$ cat src/rtl/lsf_pkg.sv
package lsf_pkg;

    localparam int BUF_DEPTH = 8;
    localparam int DATA_W    = 8;
    localparam int ID_W      = 6;
    localparam int IDX_W     = $clog2(BUF_DEPTH);
    localparam int LEN_W     = IDX_W + 1;

    // register addresses; 0x0..0x7 are the buffer
    localparam logic [3:0] A_STAT = 4'h8;
    localparam logic [3:0] A_CTRL = 4'h9;
    localparam logic [3:0] A_ERR  = 4'hA;
    localparam logic [3:0] A_LEN  = 4'hB;
    localparam logic [3:0] A_ID   = 4'hC;

    // control bit positions
    localparam int C_DIR  = 5;
    localparam int C_ACK  = 4;
    localparam int C_RINT = 3;
    localparam int C_RERR = 2;

    typedef enum logic [1:0] {
        S_IDLE = 2'd0,
        S_WAIT = 2'd1,
        S_TX   = 2'd2,
        S_RX   = 2'd3
    } seq_state_e;

    // lsb is timeout, then mismatch, then framing
    typedef struct packed {
        logic framing;
        logic mismatch;
        logic timeout;
    } err_flags_t;

    function automatic logic [LEN_W-1:0] eff_len(input logic [3:0] raw);
        if (raw == 4'd0 || int'(raw) > BUF_DEPTH)
            return LEN_W'(BUF_DEPTH);
        return LEN_W'(raw);
    endfunction

endpackage

$ cat src/rtl/lsf_buffer.sv
module lsf_buffer
    import lsf_pkg::*;
#(
    parameter int DEPTH = BUF_DEPTH,
    parameter int W     = DATA_W,
    localparam int AW   = $clog2(DEPTH)
) (
    input  logic          clk,
    input  logic          rst,
    input  logic          fw_we,
    input  logic [AW-1:0] fw_addr,
    input  logic [W-1:0]  fw_wdata,
    input  logic          core_we,
    input  logic [AW-1:0] core_addr,
    input  logic [W-1:0]  core_wdata,
    input  logic [AW-1:0] rd_addr_a,
    input  logic [AW-1:0] rd_addr_b,
    output logic [W-1:0]  rd_a,
    output logic [W-1:0]  rd_b
);

    logic [W-1:0] mem [DEPTH];

    for (genvar g = 0; g < DEPTH; g++) begin : g_entry
        always_ff @(posedge clk) begin
            if (rst)
                mem[g] <= '0;
            else if (core_we && core_addr == AW'(g))
                mem[g] <= core_wdata;
            else if (fw_we && fw_addr == AW'(g))
                mem[g] <= fw_wdata;
        end
    end

    assign rd_a = mem[rd_addr_a];
    assign rd_b = mem[rd_addr_b];

endmodule

$ cat src/rtl/lsf_window.sv
module lsf_window #(
    parameter int WINDOW = 64,
    localparam int CW    = $clog2(WINDOW + 1)
) (
    input  logic clk,
    input  logic rst,
    input  logic restart,
    output logic expired
);

    logic [CW-1:0] cnt;

    always_ff @(posedge clk) begin
        if (rst)
            cnt <= CW'(WINDOW);
        else if (restart)
            cnt <= '0;
        else if (cnt != CW'(WINDOW))
            cnt <= cnt + 1'b1;
    end

    assign expired = (cnt == CW'(WINDOW));

endmodule

$ cat src/rtl/lsf_seq.sv
module lsf_seq
    import lsf_pkg::*;
(
    input  logic             clk,
    input  logic             rst,
    input  logic             id_valid,
    input  logic             rx_valid,
    input  logic             tx_ready,
    input  logic             frame_err,
    input  logic             mismatch,
    input  logic             ack,
    input  logic             dir_tx,
    input  logic             expired,
    input  logic [LEN_W-1:0] len_eff,
    input  logic             rst_int,
    input  logic             rst_err,
    output logic [IDX_W-1:0] idx,
    output logic             dtreq,
    output logic             done,
    output logic             irq,
    output err_flags_t       err,
    output logic             core_we,
    output logic [IDX_W-1:0] core_addr,
    output logic             tx_valid
);

    seq_state_e state;
    err_flags_t err_set;
    logic       last, in_xfer, abort, timeout_hit, fin, irq_set;

    always_comb begin
        last        = ({1'b0, idx} == len_eff - 1'b1);
        in_xfer     = (state == S_TX) || (state == S_RX);
        tx_valid    = (state == S_TX);
        timeout_hit = (state == S_WAIT) && rx_valid && !id_valid;
        core_we     = rx_valid && !id_valid && ((state == S_WAIT) || (state == S_RX));
        core_addr   = (state == S_RX) ? idx : '0;
        err_set.timeout  = timeout_hit;
        err_set.mismatch = mismatch && (state == S_TX);
        err_set.framing  = frame_err;
        abort       = (frame_err && in_xfer) || (mismatch && state == S_TX);
        fin         = !id_valid && !abort && last &&
                      (((state == S_TX) && tx_ready) || ((state == S_RX) && rx_valid));
        irq_set     = id_valid || (|err_set) || fin;
    end

    always_ff @(posedge clk) begin
        if (rst) begin
            state <= S_IDLE;
            idx   <= '0;
            dtreq <= 1'b0;
            done  <= 1'b0;
            irq   <= 1'b0;
            err   <= '0;
        end else begin
            irq <= (irq && !rst_int) || irq_set;
            err <= (err & ~{3{rst_err}}) | err_set;
            if (id_valid) begin
                state <= S_WAIT;
                dtreq <= 1'b1;
                done  <= 1'b0;
                idx   <= '0;
            end else if (abort) begin
                state <= S_IDLE;
            end else begin
                case (state)
                    S_WAIT: begin
                        if (timeout_hit) begin
                            dtreq <= 1'b0;
                            state <= S_IDLE;
                        end else if (ack) begin
                            dtreq <= 1'b0;
                            idx   <= '0;
                            if (!dir_tx)
                                state <= S_RX;
                            else if (expired)
                                state <= S_IDLE;
                            else
                                state <= S_TX;
                        end
                    end
                    S_TX: begin
                        if (tx_ready) begin
                            if (last) begin
                                done  <= 1'b1;
                                state <= S_IDLE;
                            end else begin
                                idx <= idx + 1'b1;
                            end
                        end
                    end
                    S_RX: begin
                        if (rx_valid) begin
                            if (last) begin
                                done  <= 1'b1;
                                state <= S_IDLE;
                            end else begin
                                idx <= idx + 1'b1;
                            end
                        end
                    end
                    default: state <= S_IDLE;
                endcase
            end
        end
    end

endmodule

$ cat src/rtl/lin_slave_frame_ctrl.sv
module lin_slave_frame_ctrl
    import lsf_pkg::*;
#(
    parameter int RSP_WINDOW = 64
) (
    input  logic             clk,
    input  logic             rst,
    input  logic             id_valid,
    input  logic [ID_W-1:0]  id_value,
    input  logic             rx_valid,
    input  logic [DATA_W-1:0] rx_byte,
    input  logic             bus_active,
    input  logic             lin_frame_err,
    input  logic             tx_mismatch,
    input  logic             tx_ready,
    output logic             tx_valid,
    output logic [DATA_W-1:0] tx_byte,
    input  logic [3:0]       reg_addr,
    input  logic             reg_wr,
    input  logic [DATA_W-1:0] reg_wdata,
    output logic [DATA_W-1:0] reg_rdata,
    output logic             irq
);

    logic             dtreq, done, expired, fw_access;
    logic             ctrl_wr, ack, rst_int, rst_err, buf_fw_we;
    logic             dir_q;
    logic [3:0]       len_q;
    logic [ID_W-1:0]  id_q;
    logic [IDX_W-1:0] idx, core_addr;
    logic             core_we;
    logic [DATA_W-1:0] buf_rd_a;
    err_flags_t       err;

    assign fw_access = !bus_active && (dtreq || done);
    assign ctrl_wr   = reg_wr && (reg_addr == A_CTRL);
    assign ack       = ctrl_wr && reg_wdata[C_ACK] && dtreq;
    assign rst_int   = ctrl_wr && reg_wdata[C_RINT];
    assign rst_err   = ctrl_wr && reg_wdata[C_RERR];
    assign buf_fw_we = reg_wr && !reg_addr[3] && fw_access;

    always_ff @(posedge clk) begin
        if (rst) begin
            dir_q <= 1'b0;
            len_q <= '0;
            id_q  <= '0;
        end else begin
            if (ctrl_wr)
                dir_q <= reg_wdata[C_DIR];
            if (reg_wr && reg_addr == A_LEN)
                len_q <= reg_wdata[3:0];
            if (id_valid)
                id_q <= id_value;
            else if (reg_wr && reg_addr == A_ID && fw_access)
                id_q <= reg_wdata[ID_W-1:0];
        end
    end

    lsf_window #(.WINDOW(RSP_WINDOW)) i_window (
        .clk     (clk),
        .rst     (rst),
        .restart (id_valid),
        .expired (expired)
    );

    lsf_seq i_seq (
        .clk       (clk),
        .rst       (rst),
        .id_valid  (id_valid),
        .rx_valid  (rx_valid),
        .tx_ready  (tx_ready),
        .frame_err (lin_frame_err),
        .mismatch  (tx_mismatch),
        .ack       (ack),
        .dir_tx    (reg_wdata[C_DIR]),
        .expired   (expired),
        .len_eff   (eff_len(len_q)),
        .rst_int   (rst_int),
        .rst_err   (rst_err),
        .idx       (idx),
        .dtreq     (dtreq),
        .done      (done),
        .irq       (irq),
        .err       (err),
        .core_we   (core_we),
        .core_addr (core_addr),
        .tx_valid  (tx_valid)
    );

    lsf_buffer i_buffer (
        .clk        (clk),
        .rst        (rst),
        .fw_we      (buf_fw_we),
        .fw_addr    (reg_addr[IDX_W-1:0]),
        .fw_wdata   (reg_wdata),
        .core_we    (core_we),
        .core_addr  (core_addr),
        .core_wdata (rx_byte),
        .rd_addr_a  (reg_addr[IDX_W-1:0]),
        .rd_addr_b  (idx),
        .rd_a       (buf_rd_a),
        .rd_b       (tx_byte)
    );

    always_comb begin
        reg_rdata = '0;
        if (!reg_addr[3]) begin
            if (fw_access)
                reg_rdata = buf_rd_a;
        end else begin
            case (reg_addr)
                A_STAT:  reg_rdata = {bus_active, 2'b00, dtreq, 1'b0, |err, 1'b0, done};
                A_CTRL:  reg_rdata = {2'b00, dir_q, 5'b00000};
                A_ERR:   reg_rdata = {5'b00000, err};
                A_LEN:   reg_rdata = {4'b0000, len_q};
                A_ID:    reg_rdata = fw_access ? {2'b00, id_q} : '0;
                default: reg_rdata = '0;
            endcase
        end
    end

endmodule

$ cat config.mk
export PLATFORM = sky130hd
export DESIGN_NAME = lin_slave_frame_ctrl
export DESIGN_NICKNAME = d
export VERILOG_FILES = /design/src/rtl/lsf_pkg.sv /design/src/rtl/lsf_buffer.sv /design/src/rtl/lsf_window.sv /design/src/rtl/lsf_seq.sv /design/src/rtl/lin_slave_frame_ctrl.sv
export SDC_FILE = /design/constraint.sdc
export NUM_CORES = 1
export LEC_CHECK = 0
export CORE_ASPECT_RATIO = 1.1
export CORE_UTILIZATION = 50
export DETAILED_ROUTE_END_ITERATION = 10
export DONT_BUFFER_PORTS = 1
export PLACE_DENSITY = 0.69
export SYNTH_ARGS = -nofsm -noshare
export SYNTH_HDL_FRONTEND = slang
export SYNTH_SLANG_ARGS = --single-unit
$ cat constraint.sdc
create_clock -name clk -period 4.5 [get_ports clk]
set_clock_uncertainty 0.2 [all_clocks]
set_input_delay 1.35 -clock clk [delete_from_list [all_inputs] [get_ports clk]]
set_output_delay 1.35 -clock clk [all_outputs]
set_load 0.02 [all_outputs]
======== Word-level counts from Yosys, hierarchy flattened ========
Memory sizes are Yosys's and may differ from the RTL's. A register that Yosys moved wholly into a read port is not among the register bits.
Cells that the tools add are included.
word-level totals
  logic and storage cells ................. 257
  memories ................................ 1
  bits in writable memories ............... 64
  register bits ........................... 29
  output and inout bits ................... 18
memory list
  memory        depth  width  rd ports  clocked after Yosys merged registers in  write ports  RTL line          RTL
  i_buffer.mem  8      8      2         1                                        8            lsf_buffer.sv:22  logic [W-1:0] mem [DEPTH];
operators by class
  $lt $le $gt $ge ......................... 1
  muxes and demuxes ....................... 113
  add/sub/neg operators ................... 3
  reduce and logical (&&, ||, !) cells .... 71
  bitwise gates (word level) .............. 20
  eq/ne operators ......................... 34
operators with widths
  operator               count
  $mux W8                18
  $mux W1                69
  $pmux W8 S5            1
  $logic_and A1 B1 Y1    39
  $eq A3 B3 Y1 const B   8
  $mux W3                8
  $eq A4 B4 Y1 const B   5
  $mux W6                3
  $or A1 B1 Y1           16
  $mux W2                7
  $mux W7                2
  $eq A3 B2 Y1 const B   4
  $ne A2 B2 Y1 const B   5
  $logic_or A1 B1 Y1     9
  $pmux W3 S3            1
  $reduce_and A3 Y1      3
  $reduce_or A3 Y1       3
  $mux W4                2
  $ne A4 B3 Y1 const B   2
  $reduce_bool A2 Y1     4
  $add A7 B1 Y7 const B  1
  $eq A7 B7 Y1 const B   1
  $ne A7 B7 Y1 const B   1
  $eq A3 B1 Y1 const B   2
  21 further kinds       28

======== Logic depth before layout (Yosys ltp) ========
  word-level depth ........................ 11
  depth in mapped cells ................... 7

======== Hierarchy ========
Synthesis repeated with hierarchy kept, for this count alone.
unflattened totals
  cell total of the unflattened synthesis .. 507
  area, all modules ....................... 6018.3 sq um
modules (own cells, without submodules)
  module                area each (sq um)  times used  cells an instance
  lsf_buffer            4067.7             1           263
  lin_slave_frame_ctrl  862.1              1           110
  lsf_seq               724.4              1           93
  lsf_window            364.1              1           41

======== Worst setup path before layout ========
Ideal clock, no wire load.
  kind .................................... input to output
  from .................................... input reg_addr[0]
  to ...................................... output reg_rdata[4]
  arrival ................................. 2.834 ns
  required time ........................... 2.950 ns
  stages .................................. 5
  setup slack ............................. 0.116 ns
  cells stage by stage .................... buf_2 buf_1 mux4_2 mux2i_1 o21ai_0
between the ends
  longest elaborated chain between the ends .. 3
ends and longest elaborated chain
  item                                                  RTL line                                                  RTL
  from (decl)                                           lin_slave_frame_ctrl.sv:18                                input logic [3:0] reg_addr,
  $mem_v2 Z8 W8 / $eq A4 B4 Y1 (equally long branches)  n/a
  $mux W8 / $pmux W8 S5 (equally long branches)         lin_slave_frame_ctrl.sv:108, lin_slave_frame_ctrl.sv:111
  $mux W8 *                                             lin_slave_frame_ctrl.sv:107                               if (!reg_addr[3]) begin
  to (decl)                                             lin_slave_frame_ctrl.sv:21                                output logic [DATA_W-1:0] reg_rdata,
Every way passes the cells marked *; elsewhere a longest branch is shown, timed or not.

======== Final worst setup path ========
  from .................................... input reg_addr[1]
  to ...................................... output reg_rdata[5]
The elaborated chain is that of the path after synthesis.

==> reports/results.txt <==
CTS tree: yes
clk buf depth: 2
Syn Std Cell Area: 5600 µm²
Filler cells: 967
sequential area share after synthesis: 0.458
root buffer cell: clkbuf_16
YS warnings: 0
relative slew slack: 0.418
Antenna Diode Count: 0
syn nets: 508
placed instance area: 5760 µm²
GRT overflow: 0
Yosys reg bits: 96
Die X: 103 µm
Via Count: 4215
Placement Setup Slack: 0.385 ns
layout cells sized above 1: 0.211
Power, Total: 0.00188 W
CP arrival: 2.58 ns
Post-Route WL: 16300 µm
Setup crit end: reg_rdata[5]
Slew @ Worst Pin: 0.871 ns
synthesized area per cell: 11.9 µm²
fin crit period: 4.13 ns
CP required: 2.95 ns
leakage power: 2.10 nW
clock sink count: 96
R2R setup slack: 1.71 ns
initial antenna violation count: 0
Hold/Removal Path Class: reg -> reg
Port Buffer Count: 0
post-cts gate resize count: 0
Peak VDD IR: 0.175 mV
hold_buf cts: 0
H-tree Lvls: 3
drt pass-1 iters: 6
Total GRT Usage: 0.298
WL per Instance: 26.6 µm
largest net degree at the start of global routing: 47
Final Setup Violations: 0
startpoint types: input pin
ANT nets after route: 0
startpoint of the worst register-to-register path: i_seq.dtreq
die height: 113 µm
fin area: 6040 µm²
# IOs: 53
Initial Utilization: 0.513
FP Rows: 40
TNS Setup: 0 ns
Synth Flop Type: edfxtp_1
cts bufs inserted: 9
final hold vios: 0
number of max-cap violations: 0
Synth cell types: 56
Setup crit start: reg_addr[1]
Reg clk slew, reported paths: 0.07 ns
max frequency: 0.242 GHz
Async SR Flop Fraction: 0
Final #Nets: 498
minimum hold slack: 0.268 ns
Detail Placement HPWL: 11200 µm
crit share post-route: 0.919
Reg2Reg Depth: 5
DRC viols: 0
Post-Syn Instances: 469
final max-slew violation count: 0
global-route wire length before repair: 24700 µm
post-route setup slack: 0.365 ns
Post CTS Setup Buffer Count: 0
area delta synth->final: 8.01%
initial DRC count: 539
share of the synthesized area in the top cell type: 0.343
Core ar.: 10900 µm²
synth top area cells: edfxtp_1, mux4_2, dfxtp_1, a22o_1, mux2_2
Max Fanout on Critical Path: 27
worst-skew pair later-pin latency: 0.36 ns
RSZ-0062 raised after global routing: false
Reg-to-Reg End: i_buffer.mem[1][0]
EDFF count, synth: 64
kind of critical path: in -> out
Cell Pwr Density: 312 nW/µm²
vias per cell: 6.90
Final GP Congestion: 0.859
post-synth top area cell: edfxtp_1
DIE AREA: 11600 µm²
Worst Setup End Kind: primary output
number of global-route vias before repair: 4251
status: finished, final reports clean
-- synthesized netlist by cell type (all sizes together) (4+ instances only) --
library cell  instances
nand2                24
mux2i                13
ha                    4
a22o                 57
dfxtp                32
xor2                  5
nand3                13
a21oi                17
a211o                 5
o221a                 6
inv                   5
xnor2                 5
nand2b                9
nor2                 35
o21ai                 9
buf                  20
clkbuf               20
nor3                 19
nor2b                 6
nor4                  4
edfxtp               64
mux4                 32
mux2                 15
a31oi                 4
nand4                 4
a22oi                 5
-- stage by stage --
stage               std cells  utilization
floorplan                 469            -
global placement          595        0.528
detailed placement        595        0.528
CTS                       611        0.554
global route              611        0.554
finish                    611        0.554
-- worst max-delay path, cell delays in order --
cell,delay (ns)
or2_2,0.34
nor3_1,0.20
and2_1,0.26
a22oi_1,0.15
o21ai_0,0.10
buf_4,0.17
-- area by class of cell --
| cell class | count | area [µm²] | area share |
|---|---|---|---|
| clock inverters | 7 | 53.8 | 0.00890 |
| flip-flops and latches | 96 | 2560 | 0.424 |
| repair buffers | 19 | 143 | 0.0236 |
| clock buffers | 9 | 225 | 0.0373 |
| inverters | 6 | 22.5 | 0.00373 |
| well taps | 147 | 184 | 0.0304 |
| multi-input cells | 327 | 2850 | 0.472 |
-- worst min-delay path by stage --
stage | startpoint | end | cells after the start
after floorplan | dir_q | dir_q | 2
after global placement | dir_q | dir_q | 2
after detailed placement | dir_q | dir_q | 2
after CTS | dir_q | dir_q | 2
after global routing | dir_q | dir_q | 2
final | dir_q | dir_q | 2
-- routing by layer --
| metal | GRT usage | share of wire | wire [µm] |
|---|---|---|---|
| met3 | 0.0791 | 0.11 | 1720 |
| met5 | 0 | 0 | 0 |
| met1 | 0.379 | 0.37 | 6090 |
| met4 | 0.142 | 0.038 | 622 |
| met2 | 0.472 | 0.48 | 7840 |
-- cells in the final DEF (no fill, tap or decap), drive strengths merged, types with 13 or more instances in the layout --
cell | Yosys | final
a22o | 57 | 57
dfxtp | 32 | 32
nand2 | 24 | 24
nand3 | 13 | 13
nor2 | 35 | 35
nor3 | 19 | 19
a21oi | 17 | 17
mux2i | 13 | 13
buf | 20 | 19
edfxtp | 64 | 64
mux4 | 32 | 32
mux2 | 15 | 15
-- sequential cells by signal (all words and copies together) (netlist names), named ones only --
register      cells
i_seq.state       2
id_q              6
i_seq.err         3
i_window.cnt      7
i_seq.idx         3
dir_q             1
len_q             4
i_seq.irq         1
i_seq.dtreq       1
i_buffer.mem     64
i_seq.done        1
-- report_power, final --
part           leakage [nW]  total (W)  internal, W  switching (W)
registers             0.921   0.000994     0.000970      0.0000245
logic                  1.04   0.000142    0.0000660      0.0000757
clock network         0.137   0.000748     0.000382       0.000366
-- logic make-up after synthesis --
kind of cell	count (synthesis)	share of synthesized area
AO/OA/AOI/OAI	122	0.174
XOR/XNOR	10	0.0157
adder cells (fa/ha/maj)	4	0.00894
buffers and inverters	46	0.0322
flip-flops	96	0.458
multiplexers	60	0.182
AND/OR/NAND/NOR	131	0.129
Power figures use the tool's default switching activity.
